[src/rtl/vote_pkg.sv]
package vote_pkg;

  typedef enum logic {
    SCAN_IDLE = 1'b0,
    SCAN_RUN  = 1'b1
  } scan_state_t;

endpackage

[src/rtl/vote_tally.sv]
module vote_tally #(
  parameter int P  = 8,
  parameter int C  = 10,
  parameter int CW = 4
) (
  input  logic [P*C-1:0]  votes,
  output logic [C*CW-1:0] counts
);

  function automatic logic [CW-1:0] column_sum(input logic [P*C-1:0] v, input int cls);
    logic [CW-1:0] acc;
    acc = '0;
    for (int lane = 0; lane < P; lane++) begin
      acc = acc + CW'(v[lane*C + cls]);
    end
    return acc;
  endfunction

  for (genvar g = 0; g < C; g++) begin : g_class
    assign counts[g*CW +: CW] = column_sum(votes, g);
  end

endmodule

[src/rtl/vote_scan.sv]
module vote_scan
  import vote_pkg::*;
#(
  parameter int C  = 10,
  parameter int CW = 4,
  parameter int IW = 4
) (
  input  logic           clk,
  input  logic           rst_n,
  input  logic           load,
  input  logic [C*CW-1:0] cnt_in,
  output logic           busy,
  output logic [C*CW-1:0] cnt_held,
  output logic           done,
  output logic [IW-1:0]  win_idx
);

  localparam logic [IW-1:0] LAST = IW'(C - 1);

  scan_state_t    state;
  logic [C*CW-1:0] cnt_q;
  logic [CW-1:0]  best_cnt;
  logic [IW-1:0]  best_idx;
  logic [IW-1:0]  ptr;
  logic [CW-1:0]  cur_cnt;
  logic           take;

  function automatic logic beats(input logic [CW-1:0] cand, input logic [CW-1:0] held);
    return cand > held;
  endfunction

  assign cur_cnt = cnt_q[ptr*CW +: CW];
  assign take    = beats(cur_cnt, best_cnt);

  always_ff @(posedge clk or negedge rst_n) begin
    if (!rst_n) begin
      state    <= SCAN_IDLE;
      cnt_q    <= '0;
      best_cnt <= '0;
      best_idx <= '0;
      ptr      <= '0;
      done     <= 1'b0;
      win_idx  <= '0;
    end else begin
      done <= 1'b0;
      unique case (state)
        SCAN_IDLE: begin
          if (load) begin
            cnt_q    <= cnt_in;
            best_cnt <= cnt_in[CW-1:0];
            best_idx <= '0;
            ptr      <= IW'(1);
            state    <= SCAN_RUN;
          end
        end
        SCAN_RUN: begin
          if (take) begin
            best_cnt <= cur_cnt;
            best_idx <= ptr;
          end
          if (ptr == LAST) begin
            state   <= SCAN_IDLE;
            done    <= 1'b1;
            win_idx <= take ? ptr : best_idx;
          end else begin
            ptr <= ptr + IW'(1);
          end
        end
        default: state <= SCAN_IDLE;
      endcase
    end
  end

  assign busy     = (state == SCAN_RUN);
  assign cnt_held = cnt_q;

endmodule

[src/rtl/onehot_vote_sel.sv]
module onehot_vote_sel #(
  parameter int P = 8,
  parameter int C = 10
) (
  input  logic                 clk,
  input  logic                 rst_n,
  input  logic                 in_valid,
  input  logic [P*C-1:0]       in_votes,
  output logic                 in_ready,
  output logic                 out_valid,
  output logic [$clog2(C)-1:0] out_class
);

  localparam int CW = $clog2(P + 1);
  localparam int IW = $clog2(C);

  logic            accept;
  logic            scan_busy;
  logic [C*CW-1:0] cnt_comb;
  logic [C*CW-1:0] cnt_flat;

  assign accept = in_valid && in_ready;

  vote_tally #(.P(P), .C(C), .CW(CW)) u_tally (
    .votes  (in_votes),
    .counts (cnt_comb)
  );

  vote_scan #(.C(C), .CW(CW), .IW(IW)) u_scan (
    .clk      (clk),
    .rst_n    (rst_n),
    .load     (accept),
    .cnt_in   (cnt_comb),
    .busy     (scan_busy),
    .cnt_held (cnt_flat),
    .done     (out_valid),
    .win_idx  (out_class)
  );

  assign in_ready = !scan_busy;

endmodule

[config.mk]
export PLATFORM = sky130hd
export DESIGN_NAME = onehot_vote_sel
export DESIGN_NICKNAME = d
export VERILOG_FILES = /design/src/rtl/vote_pkg.sv /design/src/rtl/vote_tally.sv /design/src/rtl/vote_scan.sv /design/src/rtl/onehot_vote_sel.sv
export SDC_FILE = /design/constraint.sdc
export NUM_CORES = 1
export LEC_CHECK = 0
export ABC_AREA = 1
export BUFFER_PORTS_ARGS = -buffer_cell sky130_fd_sc_hd__buf_2
export CELL_PAD_IN_SITES_DETAIL_PLACEMENT = 0
export CELL_PAD_IN_SITES_GLOBAL_PLACEMENT = 1
export CORE_ASPECT_RATIO = 0.8
export CORE_MARGIN = 2
export CORE_UTILIZATION = 32
export CTS_CLUSTER_SIZE = 12
export DETAILED_ROUTE_END_ITERATION = 8
export PLACE_DENSITY = 0.69
export REMOVE_ABC_BUFFERS = 1
export SETUP_SLACK_MARGIN = 0.15
export SLEW_MARGIN = 10
export SYNTH_ARGS = -nofsm -noshare
export SYNTH_HDL_FRONTEND = slang
export SYNTH_HIERARCHICAL = 1
export SYNTH_SLANG_ARGS = --single-unit
[constraint.sdc]
create_clock -name clk -period 2.9 [get_ports clk]
set_input_delay 0.58 -clock clk [delete_from_list [all_inputs] [get_ports clk]]
set_output_delay 0.58 -clock clk [all_outputs]
set_load 0.02 [all_outputs]
Word level (Yosys, flattened, before mapping) --
Index checks and enable logic that the tools add are counted.
Cells by class: add/sub/neg operators 71, multiply operators 0, div/mod/pow operators 0, order comparisons 1, equal/unequal tests 4, shifts and indexed selects 1, muxes and demuxes 14, bitwise gates (word level) 1, reduce and logical (&&, ||, !) cells 6
Operator list (count):
- adder 4 x 1 -> 4 bit | 60
- variable part select 40 x 7 -> 4 bit | 1
- 2-to-1 mux 4 bit | 6
- case mux 4 bit (2 select lines) | 3
- adder 1 x 1 -> 2 bit | 10
- AND reduction 2 bit | 4
- inequality test 2 bit, second input constant | 3
- adder 4 x 1 -> 4 bit, second input constant | 1
- equality test 4 bit, second input constant | 1
- greater-than comparator 4 bit | 1
- 2-to-1 mux 1 bit | 4
- case mux 1 bit (2 select lines) | 1
- logical AND 1 bit | 1
- logical NOT 1 bit | 1
- inverter 1 bit | 1
Word-level totals: register bits after elaboration 58, latch bits 0, bits in writable memories 0, ROM bits 0, input bits 83, logic and storage cells 105, memories kept 0

Longest topological paths before layout --
Gate-level depths: netlist (run 1).
word-level depth 9, depth in mapped cells 17, depth with buffers taken out 15

Cells and area by module --
The synthesis (run 1) kept the hierarchy.
Modules (own cells, without submodules):
- vote_scan | instances 1, cells each 357, area an instance 2936.6 um2, sequential area each 1451.4 um2
- vote_tally | instances 1, cells each 263, area an instance 1913.1 um2, sequential area each 0.0 um2
- onehot_vote_sel | instances 1, cells each 3, area an instance 13.8 um2, sequential area each 0.0 um2

Worst setup path before layout (run 1) --
Ideal clock, no wire load.
path type in2reg, start point input in_votes[9], end point register u_scan.cnt_q[37] (netlist: u_scan/cnt_held[37]), arrival time 3.026 ns, data required time 2.773 ns, setup slack -0.254 ns, stages 10, buffers on the path 0, cells stage by stage fa_1 > inv_1 > fa_1 > fa_1 > inv_1 > ha_1 > inv_1 > fa_1 > inv_1 > mux2_1
On the way: word-level cells in the longest chain between the ends 7
RTL lines:
- start: declaration | RTL line onehot_vote_sel.sv:8 | input logic [P*C-1:0] in_votes,
- adder 1 x 1 -> 2 bit | RTL line vote_tally.sv:14 | acc = acc + CW'(v[lane*C + cls]);
- adder 4 x 1 -> 4 bit (6 in a row) | RTL line vote_tally.sv:14
- named net cnt_comb[37] | RTL line onehot_vote_sel.sv:19 | logic [C*CW-1:0] cnt_comb;
- end signal: assignment | RTL line vote_scan.sv:49 | cnt_q <= cnt_in;
- end: declaration | RTL line vote_scan.sv:21 | logic [C*CW-1:0] cnt_q;
The timed path passes the listed nets, and every way through them passes these cells. A chain may end at the register's enable or synchronous reset.

Worst setup path after layout (run 1) --
Ends and elaborated chain as after synthesis.

==> qor.txt, run 1 <==
Slew @ Worst Pin: 0.6921 ns
Die Ht: 114.3 um
Status: finished with violations
Maximum clock path buffer count: 2
Global Route Usage Sum: 13.18%
ANT cells: 0
Synth-to-Final Area Change: 25.83%
Failing checks: negative setup slack
CP required: 3.11 ns
Layout cell share with drive strength beyond 1: 29.26%
Final Hold Vio Count: 0
Most frequent CP cell: fa_1
Clk sinks: 58
Mapped cell area: 0.004863 sq mm
Commonest cells after routing, fill and taps aside: inv_1 (145), nand2_1 (123), buf_2 (80), dfrtp_1 (57), nand3_1 (49)
Slew headroom: 53.70%
Layout Nets: 882
Pwr dens: 908.3 mW/mm^2
WL final: 9647 um
Post-layout min period: 3.025 ns
Hold crit path type: input port to async pin
H-tree depth: 3
Highest clock rate: 330.6 MHz
Worst-Skew Late Latency: 0.33 ns
Dpl ws: -0.4523 ns
Drt initial violations: 117
RD Place Congestion: 0.7878
Mean Syn Cell Area: 7.806 sq um
First-pass GRT wire length: 17420 um
CP bufs+invs: 5
Number of synthesis warnings: 6
Crit path cell chain: buf_2 > fa_1 > inv_2 > fa_1 > fa_1 > inv_1 > ha_2 > inv_2 > fa_2 > inv_1 > mux2_4
# IOs: 89
Initial Util: 32.61%
Mapped Cells: 623
CP Class: input port to flop
Drt drc: 0
Startpoint Class: input port
DRT Pass-1 Iters: 5
Post-DP HPWL: 7488 um
Commonest non-fill, non-tap cell in the layout: inv_1
Max-Cap Viols: 0
CTS clock-pin slew for the worst setup and hold paths: 0.05 ns
CTS tree: done
Drt wl/cell: 10.52 um
Final Hold Slack: 0.2127 ns
Pin count of the biggest net entering global routing: 50
Core ar.: 0.01491 sq mm
Setup TNS Final: -0.4517 ns
Clock Skews: 0.004807 ns
CTS Buf Count: 9
Initial antenna violation count: 0
Critical path's top delay family: adder cells
Via Count: 3938
Vias/cell: 4.294
Synth cell types: 27
Leakage power: 0.003497 uW
Port bufs: 88
DIE AREA: 0.01621 sq mm
CP endpoint kind: flop
Chip width: 141.8 um
Slowest-stage cell, CP: fa_1
Max Slew Vio Count: 0
Vias in the first global route: 4114
Detail Route Antenna Nets: 0
CP max FO: 2
Clock Tree Root: clkbuf_16
Row count: 40
Post-route setup slack: -0.1245 ns
Peak VDD IR: 0.4416 mV
Seq/Total Area, Yosys: 29.84%
#FFs+latches synth: 58
RSZ-0062 raised after global routing: yes
Post-CTS Hold Buffers: 0
Period utilization: 104.3%
Slowest cell delay on critical path: 0.54 ns
Congestion Overflow GR: 0
Final setup viols: 9
Crit path DAT: 3.24 ns
==> synth_stat cells (all sizes together) <==
| master | instances | share of area (%) |
|---|---|---|
| ha | 36 | 9.3 |
| nor2 | 40 | 3.3 |
| inv | 183 | 14 |
| o21ai | 16 | 1.7 |
| nor3 | 2 | 0.21 |
| buf | 15 | 2.3 |
| dfrtp | 58 | 30 |
| nand2 | 134 | 11 |
| nand4 | 1 | 0.13 |
| mux2 | 8 | 1.9 |
| clkinv | 1 | 0.077 |
| o22ai | 1 | 0.13 |
| a21oi | 31 | 3.2 |
| fa | 40 | 16 |
| nand3 | 57 | 6.6 |
==> through the flow <==
stage	total power [uW]	utilization [%]	instances	instance area, sq um
finish	5558	41.03	917	6120
global route	6165	41.03	917	6120
CTS	5489	39.99	913	5964
detailed placement	4153	36.88	893	5500
global placement	4076	36.88	893	5500
floorplan	3433	-	608	4751
==> per-layer routing <==
metal / global-route usage, % / wire [um] / share of wire [%] / up-vias
met5: 0 / 0 / 0 / -
met4: 3.867 / 106 / 1.1 / 0
met3: 3.137 / 407 / 4.2 / 10
met2: 22.91 / 4600 / 48 / 68
met1: 16.40 / 4532 / 47 / 1823
li1: - / - / - / 2037
==> cells by family (layout without fill, tap and decap cells) <==
kind of cell	count (synthesis)	after routing	synth area share (%)
flops	58	58	29.84
compound gates	48	48	5.043
simple gates	234	234	20.97
mux	8	8	1.852
fa+ha+maj	76	76	25.73
buf+inv	199	304	16.57
==> what timing repair did <==
item	4_1_cts	5_1_grt
pin swaps	12	17
resized for setup	35	54
buffers inserted	4	4
setup endpoints to repair	22	33
==> sequential cells by signal, indices dropped and copies added (netlist names) <==
| register | cells |
|---|---|
| u_scan/best_cnt | 4 |
| u_scan/best_idx | 4 |
| u_scan/busy | 1 |
| u_scan/cnt_held | 40 |
| u_scan/done | 1 |
| u_scan/ptr | 4 |
| u_scan/win_idx | 4 |
==> path summary, 6_finish.rpt <==
kind | startpoint | endpoint | slack [ns] | cells past startpoint
setup / recovery | in_votes[9] | u_scan/cnt_held[37] | -0.12 | 11
hold / removal | rst_n | u_scan/cnt_held[28] | 0.21 | 1
setup reg to reg | u_scan/ptr[0] | u_scan/best_cnt[3] | 0.50 | 12
hold reg to reg | u_scan/win_idx[2] | u_scan/win_idx[2] | 0.47 | 2
max in group asynchronous | rst_n | u_scan/cnt_held[5] | 1.82 | 2
min in group clk | u_scan/win_idx[2] | u_scan/win_idx[2] | 0.47 | 2
==> where the power goes <==
part	leakage, uW	internal, uW	switching, uW	total [uW]
Combinational	0.00264	1150	1750	2900
Clock	0.000176	882	367	1250
Sequential	0.000677	1220	190	1410
==> area by class of cell <==
| class | count | area (sq um) |
|---|---|---|
| repair buffers | 104 | 645.6 |
| flip-flops and latches | 58 | 1453 |
| clock inverters | 5 | 100.1 |
| fillers | 1524 | 8795 |
| multi-input cells | 366 | 2736 |
| well taps | 189 | 236.5 |
| inverters | 184 | 695.7 |
| clock buffers | 11 | 252.7 |
(Power assumes the default switching activity.)
==> run 2, diff against run 1 <==
==> constraint.sdc (replaced) <==
create_clock -name clk -period 2.9 [get_ports clk]
set_input_delay 0.29 -clock clk [delete_from_list [all_inputs] [get_ports clk]]
set_output_delay 0.29 -clock clk [all_outputs]
set_load 0.02 [all_outputs]
==> run 2 against run 1 <==
  * The flow now finishes without violations
  * Clock skew grew 0.0011 ns
  * Fmax grew 10%
  * Sequential power is essentially flat
  * Count of clock-buffer cells in the layout grew 1
  * Design area shrank 4.5%
  * Cell count shrank 0.65%
  * Clock power shrank 24%
  * Utilization shrank 1.9 points
  * Non-clock buffer count shrank 5
  * Die area is the same
  * Critical path type unchanged
  * Largest cell class unchanged
  * Largest power group unchanged
==> qor.txt, run 2 (synthesis gave the netlist of run 1 again) <==
Clock Skews: 0.005955 ns
Peak VDD IR: 0.3315 mV
H-tree depth: 3
Vias/cell: 4.338
Drt drc: 0
Post-DP HPWL: 7719 um
Slowest cell delay on critical path: 0.55 ns
Chip width: 141.8 um
CP bufs+invs: 5
Row count: 40
Maximum clock path buffer count: 2
ANT cells: 0
CP Class: input port to flop
Synth-to-Final Area Change: 20.12%
Final Hold Vio Count: 0
Pwr dens: 877.4 mW/mm^2
Hold depth: 4
RSZ-0062 raised after global routing: yes
Layout cell share with drive strength beyond 1: 22.02%
CP endpoint kind: flop
Die Ht: 114.3 um
DIE AREA: 0.01621 sq mm
Max Slew Vio Count: 0
Highest clock rate: 363.8 MHz
Crit path cell chain: buf_2 > fa_1 > inv_2 > fa_1 > fa_1 > inv_1 > ha_2 > inv_2 > fa_2 > inv_1 > mux2_1
Drt initial violations: 164
Final setup viols: 0
Slew @ Worst Pin: 0.6243 ns
Worst-Skew Late Latency: 0.32 ns
Worst flop-to-flop path endpoint: u_scan/win_idx[3]
Setup crit end: u_scan/cnt_held[37]
Vias in the first global route: 4015
CTS tree: done
Status: finished clean
Worst r2r path cells: 14
Startpoint Class: input port
Initial antenna violation count: 0
Levels on crit path: 11
Detail Route Antenna Nets: 0
DP Cell Count: 893
Design Area, Final: 0.005842 sq mm
Commonest cells after routing, fill and taps aside: inv_1 (169), nand2_1 (127), buf_2 (87), dfrtp_1 (58), nand3_1 (51)
# IOs: 89
Core ar.: 0.01491 sq mm
CTS Buf Count: 9
Via Count: 3952
First-pass GRT wire length: 17350 um
Total power: 5126 uW
WL final: 9707 um
Reg-to-reg startpoint: u_scan/ptr[0]
Initial Util: 32.61%
CTS clock-pin slew for the worst setup and hold paths: 0.05 ns
Global Route Usage Sum: 13.14%
Critical path's top delay family: adder cells
Clk sinks: 58
Period utilization: 94.79%
Commonest non-fill, non-tap cell in the layout: inv_1
Pin count of the biggest net entering global routing: 52
Port bufs: 88
Congestion Overflow GR: 0
Crit path DAT: 2.95 ns
Post-layout min period: 2.749 ns
Layout Nets: 877
Crit path launch: in_votes[9]
Clock Tree Root: clkbuf_16
Final Non-Filler Cells: 911
Slowest-stage cell, CP: fa_1
Number of flip-flops in the largest register: 40
Placed Area: 0.005500 sq mm
Max-Cap Viols: 0
CP required: 3.10 ns
Drt wl/cell: 10.66 um
Slew headroom: 58.23%
Most frequent CP cell: fa_1
Reg-to-reg slack, setup: 0.39 ns
Leakage power: 0.003441 uW
Hold crit path type: input port to flop
RD Place Congestion: 0.7846
DRT Pass-1 Iters: 4
CP max FO: 2
[run 2: power breakdown]
group,total [uW],internal (uW),switching [uW]
registers,1420,1220,198
logic,2750,1060,1690
clock network,956,613,343
[run 2: worst min path at each step]
stage	startpoint	end
after global routing	in_votes[29]	u_scan/cnt_held[36]
after global placement	rst_n	u_scan/cnt_held[28]
after CTS	in_votes[29]	u_scan/cnt_held[36]
after floorplan	rst_n	u_scan/best_cnt[0]
final	in_votes[25]	u_scan/cnt_held[20]
after detailed placement	rst_n	u_scan/cnt_held[31]
[run 2: area by class of cell]
cell class | instances | area, sq um
Timing Repair Buffer | 99 | 544.3
Clock inverter | 3 | 15.01
Inverter | 184 | 693.2
Clock buffer | 12 | 256.5
Fill cell | 1548 | 9072
Tap cell | 189 | 236.5
Multi-Input combinational cell | 366 | 2645
Sequential cell | 58 | 1451
[run 2: routing by layer]
metal | vias up | GRT usage [%] | share of wire, %
met2 | 65 | 23.14 | 48
met1 | 1853 | 16.09 | 47
met4 | 0 | 3.933 | 1.0
met3 | 9 | 3.095 | 4.2
li1 | 2025 | - | -
met5 | - | 0 | 0
[run 2: through the flow]
stage          TNS [ns]  worst slack (ns)  hold WS, ns  util (%)
2_1_floorplan         0           0.03430    -0.005591         -
3_3_place_gp    -0.8807           -0.1021       0.2836     36.88
3_5_place_dp     -1.998           -0.1920       0.2904     36.88
4_1_cts               0            0.1430       0.3327     38.77
5_1_grt               0           0.03671       0.3593     39.17
6_report              0            0.1511       0.3488     39.17
[run 2: worst register-to-register path, delay by kind of cell (launching register included)]
| kind | cells | cell delay, ns |
|---|---|---|
| fa+ha+maj | 1 | 0.27 |
| buf+inv | 2 | 0.36 |
| flops | 1 | 0.60 |
| simple gates | 11 | 1.16 |
[run 2: repair_timing]
| action | in CTS | in global routing |
|---|---|---|
| cloned | 0 | 0 |
| endpoints found under the setup margin | 1 | 21 |
| hold buffers | 1 | 0 |
| resized for setup | 0 | 24 |
| endpoints found under the hold margin | 21 | 0 |
| setup buffers | 0 | 2 |
| pin swaps | 0 | 6 |
==> run 3, diff against run 2 <==
- clock period: 2.9 -> 3.1 ns (I/O delays scaled with it)
==> run 3 against run 2 <==
  * Die area unchanged
  * Register-to-register slack better by 0.12 ns
  * Count of clock-buffer cells in the layout did not move
  * Sequential cell count is the same
  * Highest routed layer unchanged
  * Non-clock buffer count shrank 7
  * Via count decreased by 1.3%
  * First-iteration DRC count down 34%
  * Largest power group unchanged
  * Wire length fell by 3.2%
  * Critical path type unchanged
  * Combinational power down 11%
==> qor.txt, run 3 (synthesis gave the netlist of run 1 again) <==
Multi-input combinational cell area: 0.002606 sq mm
Net Switching: 2071 uW
Worst r2r path cells: 12
Max Slew Vio Count: 0
# IOs: 89
WL final: 9399 um
Layout cell share with drive strength beyond 1: 18.58%
CP Class: input port to flop
CTS tree: done
Pwr dens: 848.6 mW/mm^2
Peak VDD IR: 0.3789 mV
Slew headroom: 44.45%
Clk pwr share: 22.6%
Most frequent CP cell: inv_1
Layout Nets: 870
Slew @ Worst Pin: 0.8303 ns
Startpoint Class: input port
Chip width: 141.8 um
Critical path's top delay family: adder cells
Seq. cell area: 0.001451 sq mm
Reg-to-reg slack, setup: 0.51 ns
Clock Tree Root: clkbuf_16
Commonest cells after routing, fill and taps aside: inv_1 (178), nand2_1 (127), buf_2 (88), dfrtp_1 (58), nand3_1 (51)
Core ar.: 0.01491 sq mm
Detail Route Antenna Nets: 0
RSZ-0062 raised after global routing: no
Commonest non-fill, non-tap cell in the layout: inv_1
Final setup viols: 0
Number of flip-flops in the largest register: 40
Clk sinks: 58
Die Ht: 114.3 um
Synth-to-Final Area Change: 19.19%
Congestion Overflow GR: 0
DIE AREA: 0.01621 sq mm
Initial antenna violation count: 0
Final Non-Filler Cells: 905
Drt initial violations: 109
H-tree depth: 3
Hold crit path type: input port to async pin
DRT Pass-1 Iters: 4
Initial Util: 32.61%
Final Hold Slack: 0.1423 ns
Drt wl/cell: 10.39 um
First-pass GRT wire length: 16900 um
CP max FO: 2
Slowest cell delay on critical path: 0.53 ns
CP required: 3.37 ns
CTS clock-pin slew for the worst setup and hold paths: 0.05 ns
Max-Cap Viols: 0
Final Hold Vio Count: 0
Post-cts resize count: 0
Worst-Skew Late Latency: 0.33 ns
Post-DP HPWL: 7407 um
Total power: 4919 uW
Period utilization: 88.23%
Reg-to-reg startpoint: u_scan/ptr[1]
Status: finished clean
Vias/cell: 4.308
Post-CTS Hold Buffers: 0
P_int: 2848 uW
CP endpoint kind: flop
RD Place Congestion: 0.7866
Via Count: 3899
Design Area, Final: 0.005797 sq mm
Post-layout min period: 2.735 ns
Leakage power: 0.003443 uW
Global Route Usage Sum: 12.74%
Worst flop-to-flop path endpoint: u_scan/best_cnt[3]
Maximum clock path buffer count: 2
CP bufs+invs: 6
Pin count of the biggest net entering global routing: 59
Row count: 40
Power share of the combinational group: 49.6%
Vias in the first global route: 3930
CTS Buf Count: 9
DP Cell Count: 889
Slowest-stage cell, CP: fa_1
Sw Share: 42.11%
Clock Skews: 0.004101 ns
# fillers: 1591
Crit path cell chain: buf_2 > fa_1 > inv_1 > fa_1 > fa_1 > inv_1 > ha_1 > inv_1 > fa_1 > inv_1 > nand2_1 > nand2_1 > inv_1 > o21ai_1 > nand2_1 > nand2_1
Setup TNS Final: 0 ns
ANT cells: 0
Sequential share of power: 27.8%
Drt drc: 0
Crit path DAT: 3.00 ns
Placed Area: 0.005458 sq mm
Port bufs: 88
Highest clock rate: 365.6 MHz
Post-CTS Setup Inserts: 0
-- run 3: cell types whose count changed in the layout (fill, tap and decap cells not counted), moves of 5 or more --
cell	delta
ha_1	+6
inv_1	+9
buf_4	-5
ha_2	-6
inv_2	-9
-- run 3: worst max-delay path by stage --
stage | start | to | slack, ns | depth (start not counted)
after global routing | in_votes[0] | u_scan/best_cnt[2] | 0.21 | 16
after CTS | in_votes[0] | u_scan/best_cnt[2] | 0.37 | 16
after floorplan | in_votes[9] | u_scan/cnt_held[37] | 0.21 | 10
after detailed placement | in_votes[0] | u_scan/best_cnt[1] | 0.03 | 14
final | in_votes[0] | u_scan/best_cnt[2] | 0.36 | 16
after global placement | in_votes[4] | u_scan/cnt_held[17] | 0.08 | 12
-- run 3: power by group through the flow --
| stage | sequential [uW] | clock [uW] | combinational, uW |
|---|---|---|---|
| after floorplan | 1370 | 0 | 1840 |
| after global placement | 1380 | 0 | 2410 |
| after detailed placement | 1380 | 0 | 2470 |
| after CTS | 1370 | 1140 | 2480 |
| after global routing | 1420 | 1170 | 2860 |
| final | 1370 | 1110 | 2440 |
-- run 3: metal layers --
layer	wire length (um)	global-route usage, %	up-vias
li1	-	-	2008
met1	4421	16.13	1818
met2	4423	22.01	63
met3	463	3.220	10
met4	91	3.000	0
met5	0	0	-
-- run 3: worst reg2reg max path, cell delays in order (launching register included) --
cell	delay, ns
dfrtp_1	0.68
inv_1	0.26
nand3_1	0.14
nand3_1	0.12
nand3_2	0.12
nand2_1	0.06
ha_1	0.31
nand2_1	0.07
o21ai_2	0.26
nand3_2	0.22
o21ai_1	0.15
nand2_1	0.08
nand2_1	0.06
-- run 3: per-stage QoR --
stage | worst slack [ns] | util (%)
2_1_floorplan | 0.2143 | -
3_3_place_gp | 0.08300 | 36.59
3_5_place_dp | 0.03141 | 36.59
4_1_cts | 0.3715 | 38.87
5_1_grt | 0.2083 | 38.87
6_report | 0.3648 | 38.87
-- run 3: cell type report --
class / instances / share of cell area [%]
sequential: 58 / 25.04
timing repair buffer: 92 / 8.116
tap: 189 / 4.079
clock buffer: 12 / 4.597
inverter: 184 / 11.96
clock inverter: 4 / 1.252
multi-input combinational: 366 / 44.96
